File: src/rtl/wdt_pkg.sv
`timescale 1ns/1ps
package wdt_pkg;
  localparam int DATA_W  = 8;
  localparam int EN_BIT  = 7;
  localparam int CLR_BIT = 6;
  localparam int CODE_W  = 3;
  localparam int CNT_W   = CODE_W + 1;

  typedef struct packed {
    logic              en;
    logic [CODE_W-1:0] code;
  } wdt_ctrl_t;
endpackage

File: src/rtl/wdt_regif.sv
`timescale 1ns/1ps
module wdt_regif
  import wdt_pkg::*;
#(
  parameter int              ADDR_W    = 12,
  parameter logic [ADDR_W-1:0] CTRL_ADDR = 12'hF18
) (
  input  logic              clk,
  input  logic              rst_n,
  input  logic              bus_wr,
  input  logic [ADDR_W-1:0] bus_addr,
  input  logic [DATA_W-1:0] bus_wdata,
  output wdt_ctrl_t         ctrl_q,
  output logic              restart
);
  logic      hit;
  wdt_ctrl_t ctrl_d;
  logic      ctrl_ce;

  always_comb begin
    hit     = bus_wr && (bus_addr == CTRL_ADDR);
    ctrl_ce = hit;
    ctrl_d.en   = bus_wdata[EN_BIT];
    ctrl_d.code = bus_wdata[CODE_W-1:0];
    restart = hit && (bus_wdata[CLR_BIT] || (bus_wdata[CODE_W-1:0] != ctrl_q.code));
  end

  always_ff @(posedge clk or negedge rst_n) begin
    if (!rst_n) begin
      ctrl_q <= '0;
    end else if (ctrl_ce) begin
      ctrl_q <= ctrl_d;
    end
  end
endmodule

File: src/rtl/wdt_counter.sv
`timescale 1ns/1ps
module wdt_counter
  import wdt_pkg::*;
(
  input  logic              clk,
  input  logic              rst_n,
  input  logic              en,
  input  logic [CODE_W-1:0] code,
  input  logic              restart,
  input  logic              tick,
  input  logic              busy,
  output logic              ovf,
  output logic [CNT_W-1:0]  cnt_q
);
  localparam logic [CNT_W-1:0] MAX_TICKS = CNT_W'(1 << CODE_W);

  logic [CNT_W-1:0] limit;
  logic [CNT_W-1:0] cnt_d;
  logic             hold;
  logic             last;

  always_comb begin
    limit = (code == '0) ? MAX_TICKS : CNT_W'(code);
    hold  = !en || restart || busy;
    last  = (cnt_q == (limit - CNT_W'(1)));
    ovf   = !hold && tick && last;
    cnt_d = cnt_q;
    if (hold) begin
      cnt_d = '0;
    end else if (tick) begin
      cnt_d = last ? '0 : (cnt_q + CNT_W'(1));
    end
  end

  always_ff @(posedge clk or negedge rst_n) begin
    if (!rst_n) begin
      cnt_q <= '0;
    end else begin
      cnt_q <= cnt_d;
    end
  end
endmodule

File: src/rtl/wdt_pulse.sv
`timescale 1ns/1ps
module wdt_pulse #(
  parameter int PULSE_CYCLES = 16
) (
  input  logic clk,
  input  logic rst_n,
  input  logic fire,
  output logic active
);
  localparam int PW = $clog2(PULSE_CYCLES + 1);
  localparam logic [PW-1:0] LOAD = PW'(PULSE_CYCLES);

  logic [PW-1:0] left_q;
  logic [PW-1:0] left_d;

  always_comb begin
    left_d = left_q;
    if (fire) begin
      left_d = LOAD;
    end else if (left_q != '0) begin
      left_d = left_q - PW'(1);
    end
    active = (left_q != '0);
  end

  always_ff @(posedge clk or negedge rst_n) begin
    if (!rst_n) begin
      left_q <= '0;
    end else begin
      left_q <= left_d;
    end
  end
endmodule

File: src/rtl/wdt_guard.sv
`timescale 1ns/1ps
module wdt_guard
  import wdt_pkg::*;
#(
  parameter int                ADDR_W       = 12,
  parameter logic [ADDR_W-1:0] CTRL_ADDR    = 12'hF18,
  parameter int                PULSE_CYCLES = 16
) (
  input  logic              clk,
  input  logic              rst_n,
  input  logic              bus_wr,
  input  logic [ADDR_W-1:0] bus_addr,
  input  logic [7:0]        bus_wdata,
  input  logic              tick,
  output logic              rst_req
);
  logic [1:0]       rst_sync_q;
  logic             srst_n;
  wdt_ctrl_t        ctrl_q;
  logic             restart;
  logic             ovf;
  logic [CNT_W-1:0] cnt_q;
  logic             busy;

  always_ff @(posedge clk or negedge rst_n) begin
    if (!rst_n) begin
      rst_sync_q <= '0;
    end else begin
      rst_sync_q <= {rst_sync_q[0], 1'b1};
    end
  end
  assign srst_n = rst_sync_q[1];

  wdt_regif #(.ADDR_W(ADDR_W), .CTRL_ADDR(CTRL_ADDR)) u_regif (
    .clk       (clk),
    .rst_n     (srst_n),
    .bus_wr    (bus_wr),
    .bus_addr  (bus_addr),
    .bus_wdata (bus_wdata),
    .ctrl_q    (ctrl_q),
    .restart   (restart)
  );

  wdt_counter u_counter (
    .clk     (clk),
    .rst_n   (srst_n),
    .en      (ctrl_q.en),
    .code    (ctrl_q.code),
    .restart (restart),
    .tick    (tick),
    .busy    (busy),
    .ovf     (ovf),
    .cnt_q   (cnt_q)
  );

  wdt_pulse #(.PULSE_CYCLES(PULSE_CYCLES)) u_pulse (
    .clk    (clk),
    .rst_n  (srst_n),
    .fire   (ovf),
    .active (busy)
  );

  assign rst_req = busy;
endmodule

File: config.mk
export PLATFORM = sky130hd
export DESIGN_NAME = wdt_guard
export DESIGN_NICKNAME = d
export VERILOG_FILES = /design/src/rtl/wdt_pkg.sv /design/src/rtl/wdt_regif.sv /design/src/rtl/wdt_counter.sv /design/src/rtl/wdt_pulse.sv /design/src/rtl/wdt_guard.sv
export SDC_FILE = /design/constraint.sdc
export NUM_CORES = 1
export LEC_CHECK = 0
export ABC_AREA = 1
export BUFFER_PORTS_ARGS = -buffer_cell sky130_fd_sc_hd__buf_4
export CAP_MARGIN = 20
export CELL_PAD_IN_SITES_DETAIL_PLACEMENT = 1
export CELL_PAD_IN_SITES_GLOBAL_PLACEMENT = 1
export CORE_ASPECT_RATIO = 0.8
export CORE_MARGIN = 2
export CORE_UTILIZATION = 39
export CTS_CLUSTER_SIZE = 14
export DETAILED_ROUTE_END_ITERATION = 7
export PLACE_DENSITY_LB_ADDON = 0.25
export SYNTH_ARGS = -nofsm -noshare
export SYNTH_HDL_FRONTEND = slang
export SYNTH_HIERARCHICAL = 1
export SYNTH_SLANG_ARGS = --single-unit
File: constraint.sdc
create_clock -name clk -period 2.3 [get_ports clk]
set_input_delay 0.115 -clock clk [delete_from_list [all_inputs] [get_ports clk]]
set_output_delay 0.115 -clock clk [all_outputs]
set_load 0.02 [all_outputs]
== After elaboration in Yosys (flattened, before gate mapping) ==
Cells that the tools add are included.
W data, S select, Z words.

* Output and inout port bits: 1
* Logic and storage cells: 30
* Input port bits: 24
* Bits in registers: 15

* $add $sub $neg: 3
* Reductions and logical operators: 13
* Mux-type cells: 6
* Equal/unequal tests: 3

{| class="wikitable"
|+ Operator list
! kind !! count
|-
| $mux W4 || 4
|-
| $eq A12 B12 Y1 const B || 1
|-
| $mux W5 || 2
|-
| $reduce_bool A5 Y1 || 1
|-
| $sub A5 B1 Y5 const B || 1
|-
| $add A4 B1 Y4 const B || 1
|-
| $eq A4 B4 Y1 || 1
|-
| $logic_and A1 B1 Y1 || 4
|-
| $reduce_bool A2 Y1 || 2
|-
| $sub A4 B1 Y4 const B || 1
|-
| $logic_not A3 Y1 || 1
|-
| $logic_or A1 B1 Y1 || 3
|-
| $ne A3 B3 Y1 || 1
|-
| $logic_not A1 Y1 || 2
|}

== Depth between registers and ports, before layout ==
* Word-level depth: 9
* Gate-level depth with buffers: 12
* Gate-level depth less buffers: 12

== Modules after synthesis ==
Netlist, hierarchy kept.

{| class="wikitable"
|+ Modules (own cells, without submodules)
! module !! cells each !! area an instance (µm²) !! times used !! seq. area each (µm²)
|-
| wdt_counter || 55 || 342.8 || 1 || 100.1
|-
| wdt_regif || 40 || 312.8 || 1 || 100.1
|-
| wdt_pulse || 33 || 260.2 || 1 || 125.1
|-
| wdt_guard || 3 || 53.8 || 1 || 50.0
|}

== Least setup slack after synthesis ==
Ideal clock, no wire load.

* Kind: reg2reg
* From: register u_pulse.left_q[0]
* To: register u_pulse.left_q[0]
* Buffers on the path: 0
* Arrival: 1,635 ps
* Clock period less this slack: 1,753 ps
* Library setup time: 118 ps
* Data required time: 2,182 ps
* Path slack: 547 ps
* Stages on the path, launching flop included: 10
* Cells stage by stage: dfrtp_1 -> inv_1 -> ha_1 -> nand3_2 -> nor3_1 -> nand2_1 -> nor2_1 -> inv_1 -> nand3_1 -> nand2_1

* Longest elaborated chain between the ends: 6
* Elaborated cells between the ends (all ways): 9
* Classes of those cells: 1 x add/sub; 2 x mux; 6 x reduce/logical

{| class="wikitable"
|+ RTL lines
! what !! line !! text
|-
| from (decl) || wdt_pulse.sv:13 || <nowiki>logic [PW-1:0] left_q;</nowiki>
|-
| from (signal assigned) || wdt_pulse.sv:30 || <nowiki>left_q <= left_d;</nowiki>
|-
| $reduce_bool A5 Y1 * || wdt_pulse.sv:23 || <nowiki>active = (left_q != '0);</nowiki>
|-
| via rst_req || wdt_guard.sv:15 || <nowiki>output logic rst_req</nowiki>
|-
| $logic_or A1 B1 Y1 * || wdt_counter.sv:24 || <nowiki>hold = !en || restart || busy;</nowiki>
|-
| $logic_not A1 Y1 * || wdt_counter.sv:26 || <nowiki>ovf = !hold && tick && last;</nowiki>
|-
| $logic_and A1 B1 Y1 * (2 in series) || wdt_counter.sv:26 ||
|-
| via ovf || wdt_guard.sv:21 || <nowiki>logic ovf;</nowiki>
|-
| $mux W5 or $reduce_bool A2 Y1 (tied branches) || n/a ||
|}

Mark *: on every way through the listed nets, which the timed path passes. The rest lies on a longest branch. The select of a mux whose other input is x is not followed.
A chain may end at the register's enable or synchronous reset.

== Final worst setup path ==
* From: register u_pulse.left_q[0]
* To: register u_pulse.left_q[2]

* Longest elaborated chain between the ends: 6
* Elaborated cells between the ends (all ways): 9
* Classes of those cells: 1 x add/sub; 2 x mux; 6 x reduce/logical

{| class="wikitable"
|+ RTL lines
! what !! line
|-
| $reduce_bool A5 Y1 * || wdt_pulse.sv:23
|-
| $logic_or A1 B1 Y1 * || wdt_counter.sv:24
|-
| $logic_not A1 Y1 * || wdt_counter.sv:26
|-
| $logic_and A1 B1 Y1 * (2 in series) || wdt_counter.sv:26
|-
| via ovf || wdt_guard.sv:21
|-
| $mux W5 or $reduce_bool A2 Y1 (tied branches) || n/a
|}

Marks and branches as above.

==> results.yml <==
drt:
  route.met2.wl_mm: 1.054
  wl_met1_um: 994
  viasPerCell: 4.587
  dr.max_layer_used: "met4"
  wl_mm: 2.201
  antenna_left: 0
  drt_pass1_iterations: 3
  route.met3.wl_um: 113
  drtIter0Drc: 24
  wl_per_cell_um: 11.96
  drc: 0
  vias: 844
logic_synthesis:
  synth_top_family_by_area: "simple AND/OR/NAND/NOR gates"
  synth_adder_area_share_pct: 3.871
  synth_ff_type: "dfrtp_1"
  synth_compound_gate_area_share_pct: 0.5161
  synth_area_per_cell_sq_um: 7.402
  synth_top_area_share_pct: 38.71
  synthArstFlopShare_pct: 100.0
  yosysWarnings: 6
  synth_xor_area_share_pct: 3.613
  synth_common_cells: "47 x nand2_1, 19 x inv_1, 15 x dfrtp_1, 11 x nor2_1, 10 x nand3_1"
  syn_area_sq_um: 969.7
  synth_nets: 158
  synthSimpleGateAreaFrac_pct: 44.77
  yosysSeqAreaShare_pct: 38.71
  synth_edf_count: 0
  synth_top_area_cell: "dfrtp_1"
  synthCells: 131
  ys_ff_latch: 15
  yosys.cell_types.count: 22
  netlist_top_cells_area: "dfrtp_1 39%, nand2_1 18%, inv_1 7.4%"
  synth.area.mux_share_pct: 0
  synth_most_common_cell: "nand2_1"
global_route:
  antenna_found_initial: 0
  grt_max_degree: 14
  grt_usage_pct: 18.21
  grt-ovfl-total: 0
  grt_pass1_vias: 865
  grt_pass1_wl_mm: 3.891
floorplan:
  core_sq_um: 2402
  ios: 25
  rows: 16
  die_area_sq_um: 2904
  start_util_pct: 40.36
  die_h_um: 48.60
  die_x_um: 59.75
setup_path:
  crit_arrival_ns: 2.12
  cp-start-kind: "flop"
  rr_startpoint: "u_pulse/left_q[0]"
  worst-setup-path-type: "flop to flop"
  cp_data_required_time_ns: 2.49
  cp-end-kind: "flop"
  cp_max_fo: 8
  critPathLaunch: "u_pulse/left_q[0]"
place:
  hpwl_mm: 1.814
  io_buffer_count: 21
  gp_congestion: 0.7476
power:
  p_comb_share_pct: 10.0
  switching_share_pct: 24.15
  clkPwrFrac_pct: 33.4
  powerDensity_nw_per_um2: 399.4
  p_switching_w: 0.0001155
  pwr-share-seq_pct: 56.6
  peakVddDrop_mv: 0.3762
  p_leak_nw: 0.7065
  intPower_w: 0.0003628
clock_network:
  postCtsHoldBufs: 1
  htreeDepth: 1
  cts_buffer_depth: 2
  clockRootBuffer: "clkbuf_4"
  cts_resized: 0
  post_cts_buffers: 0
  clock_latency_ns: 0.30
  cts_tree: "yes"
  cts_buffers: 3
  clk_pin_slew_ns: 0.09
  cts_sinks: 15
timing:
  fmax_mhz: 518.8
  rsz0062_at_grt: "no"
  hold_viol: 0
  final_max_slew_viol_count: 0
  slew_headroom_pct: 62.67
  hold_ws_ns: 0.05816
  clock_skew_ns: 0.004083
  setup_viol: 0
  worst_pin_slew_ns: 0.5599
  period_share_pct: 83.80
  fin_crit_ns: 1.927
  tns_ns: 0
job:
  cap_violations: 0
min_path:
  hold_path_class: "primary input to flop"
  min_from: "bus_wdata[7]"
layout:
  antenna_cells: 0
  syn2layout_area_growth_pct: 23.48
  seq_area_sq_um: 375.4
  nNetsFinal: 185
  fillers: 310
  drive_gt1_share_pct: 25.48
  multiInputGateArea_sq_um: 515.5
outcome:
  status: "completed"
## through the flow
step,setup WS [ns],total power [W],cell area [sq um],util [%],cells
after global placement,0.4556,0.0003210,1161,48.33,179
final,0.3726,0.0004783,1197,49.84,184
after floorplan,0.5468,0.0002912,969.7,-,131
after global routing,0.08199,0.0005056,1197,49.84,184
after detailed placement,0.3944,0.0003235,1161,48.33,179
after CTS,0.3754,0.0004879,1197,49.84,184
## flip-flops by register name (all words and copies together), names as in the netlist
signal / cells
u_regif/ctrl_q: 4
rst_sync_q: 2
u_counter/cnt_q: 4
u_pulse/left_q: 5
## cell type report
| type | instances | area share (%) |
|---|---|---|
| repair buffers | 22 | 14.00 |
| inverters | 21 | 6.583 |
| flip-flops and latches | 15 | 31.35 |
| multi-input cells | 95 | 43.05 |
| clock buffers | 4 | 2.194 |
| well taps | 27 | 2.821 |
## worst paths after layout
check / endpoint / slack (ns) / depth (start not counted)
setup / recovery: u_pulse/left_q[2] / 0.37 / 9
hold reg to reg: u_regif/ctrl_q[2] / 0.23 / 0
max in group asynchronous: u_regif/ctrl_q[1] / 1.70 / 0
hold / removal: u_regif/ctrl_q[3] / 0.06 / 3
setup reg to reg: u_pulse/left_q[2] / 0.37 / 9
min in group asynchronous: rst_sync_q[0] / 0.13 / 2
## metal layers
layer / GRT usage (%) / vias up
met5: 0 / -
met4: 6.667 / 0
met3: 6.150 / 5
met2: 29.17 / 16
met1: 22.35 / 378
li1: - / 445
## logic make-up after synthesis
kind of cell	Yosys count
AND/OR/NAND/NOR	86
adder cells (fa/ha/maj)	3
flip-flops	15
AO/OA/AOI/OAI	1
other	1
XOR/XNOR	4
buffers and inverters	21
## power by group through the flow
stage | Combinational (W) | Sequential [W] | Clock, W
2_1_floorplan | 0.0000165 | 0.000275 | 0
5_1_grt | 0.0000524 | 0.000272 | 0.000181
3_5_place_dp | 0.0000468 | 0.000277 | 0
3_3_place_gp | 0.0000444 | 0.000277 | 0
4_1_cts | 0.0000483 | 0.000271 | 0.000168
6_report | 0.0000478 | 0.000271 | 0.000160
## cell usage in the layout (no fill, tap or decap)
cell and n:
dlygate4sd3_1 1, dfrtp_1 15, clkbuf_4 3, nand3_1 10
conb_1 1, nand2_1 47, nor4_2 1, inv_1 19
nand4_1 1, nand3_2 2, nor2_2 5, ha_1 3
nor2_8 2, nand2_4 2, or2_0 1, xor2_1 1
xnor2_1 3, nand2_2 1, nand3b_1 1, or2_4 1
buf_4 21, nor2_1 11, inv_2 2, clkbuf_1 1
a21oi_1 1, nor3_1 1
## critical path, stage by stage (launching register included)
cell	delay, ns
dfrtp_1	0.39
inv_1	0.11
ha_1	0.24
nand3_2	0.21
nor3_1	0.23
nand2_1	0.15
nor2_1	0.19
inv_1	0.12
nand3_1	0.12
inv_1	0.06
(Power assumes the default switching activity.)
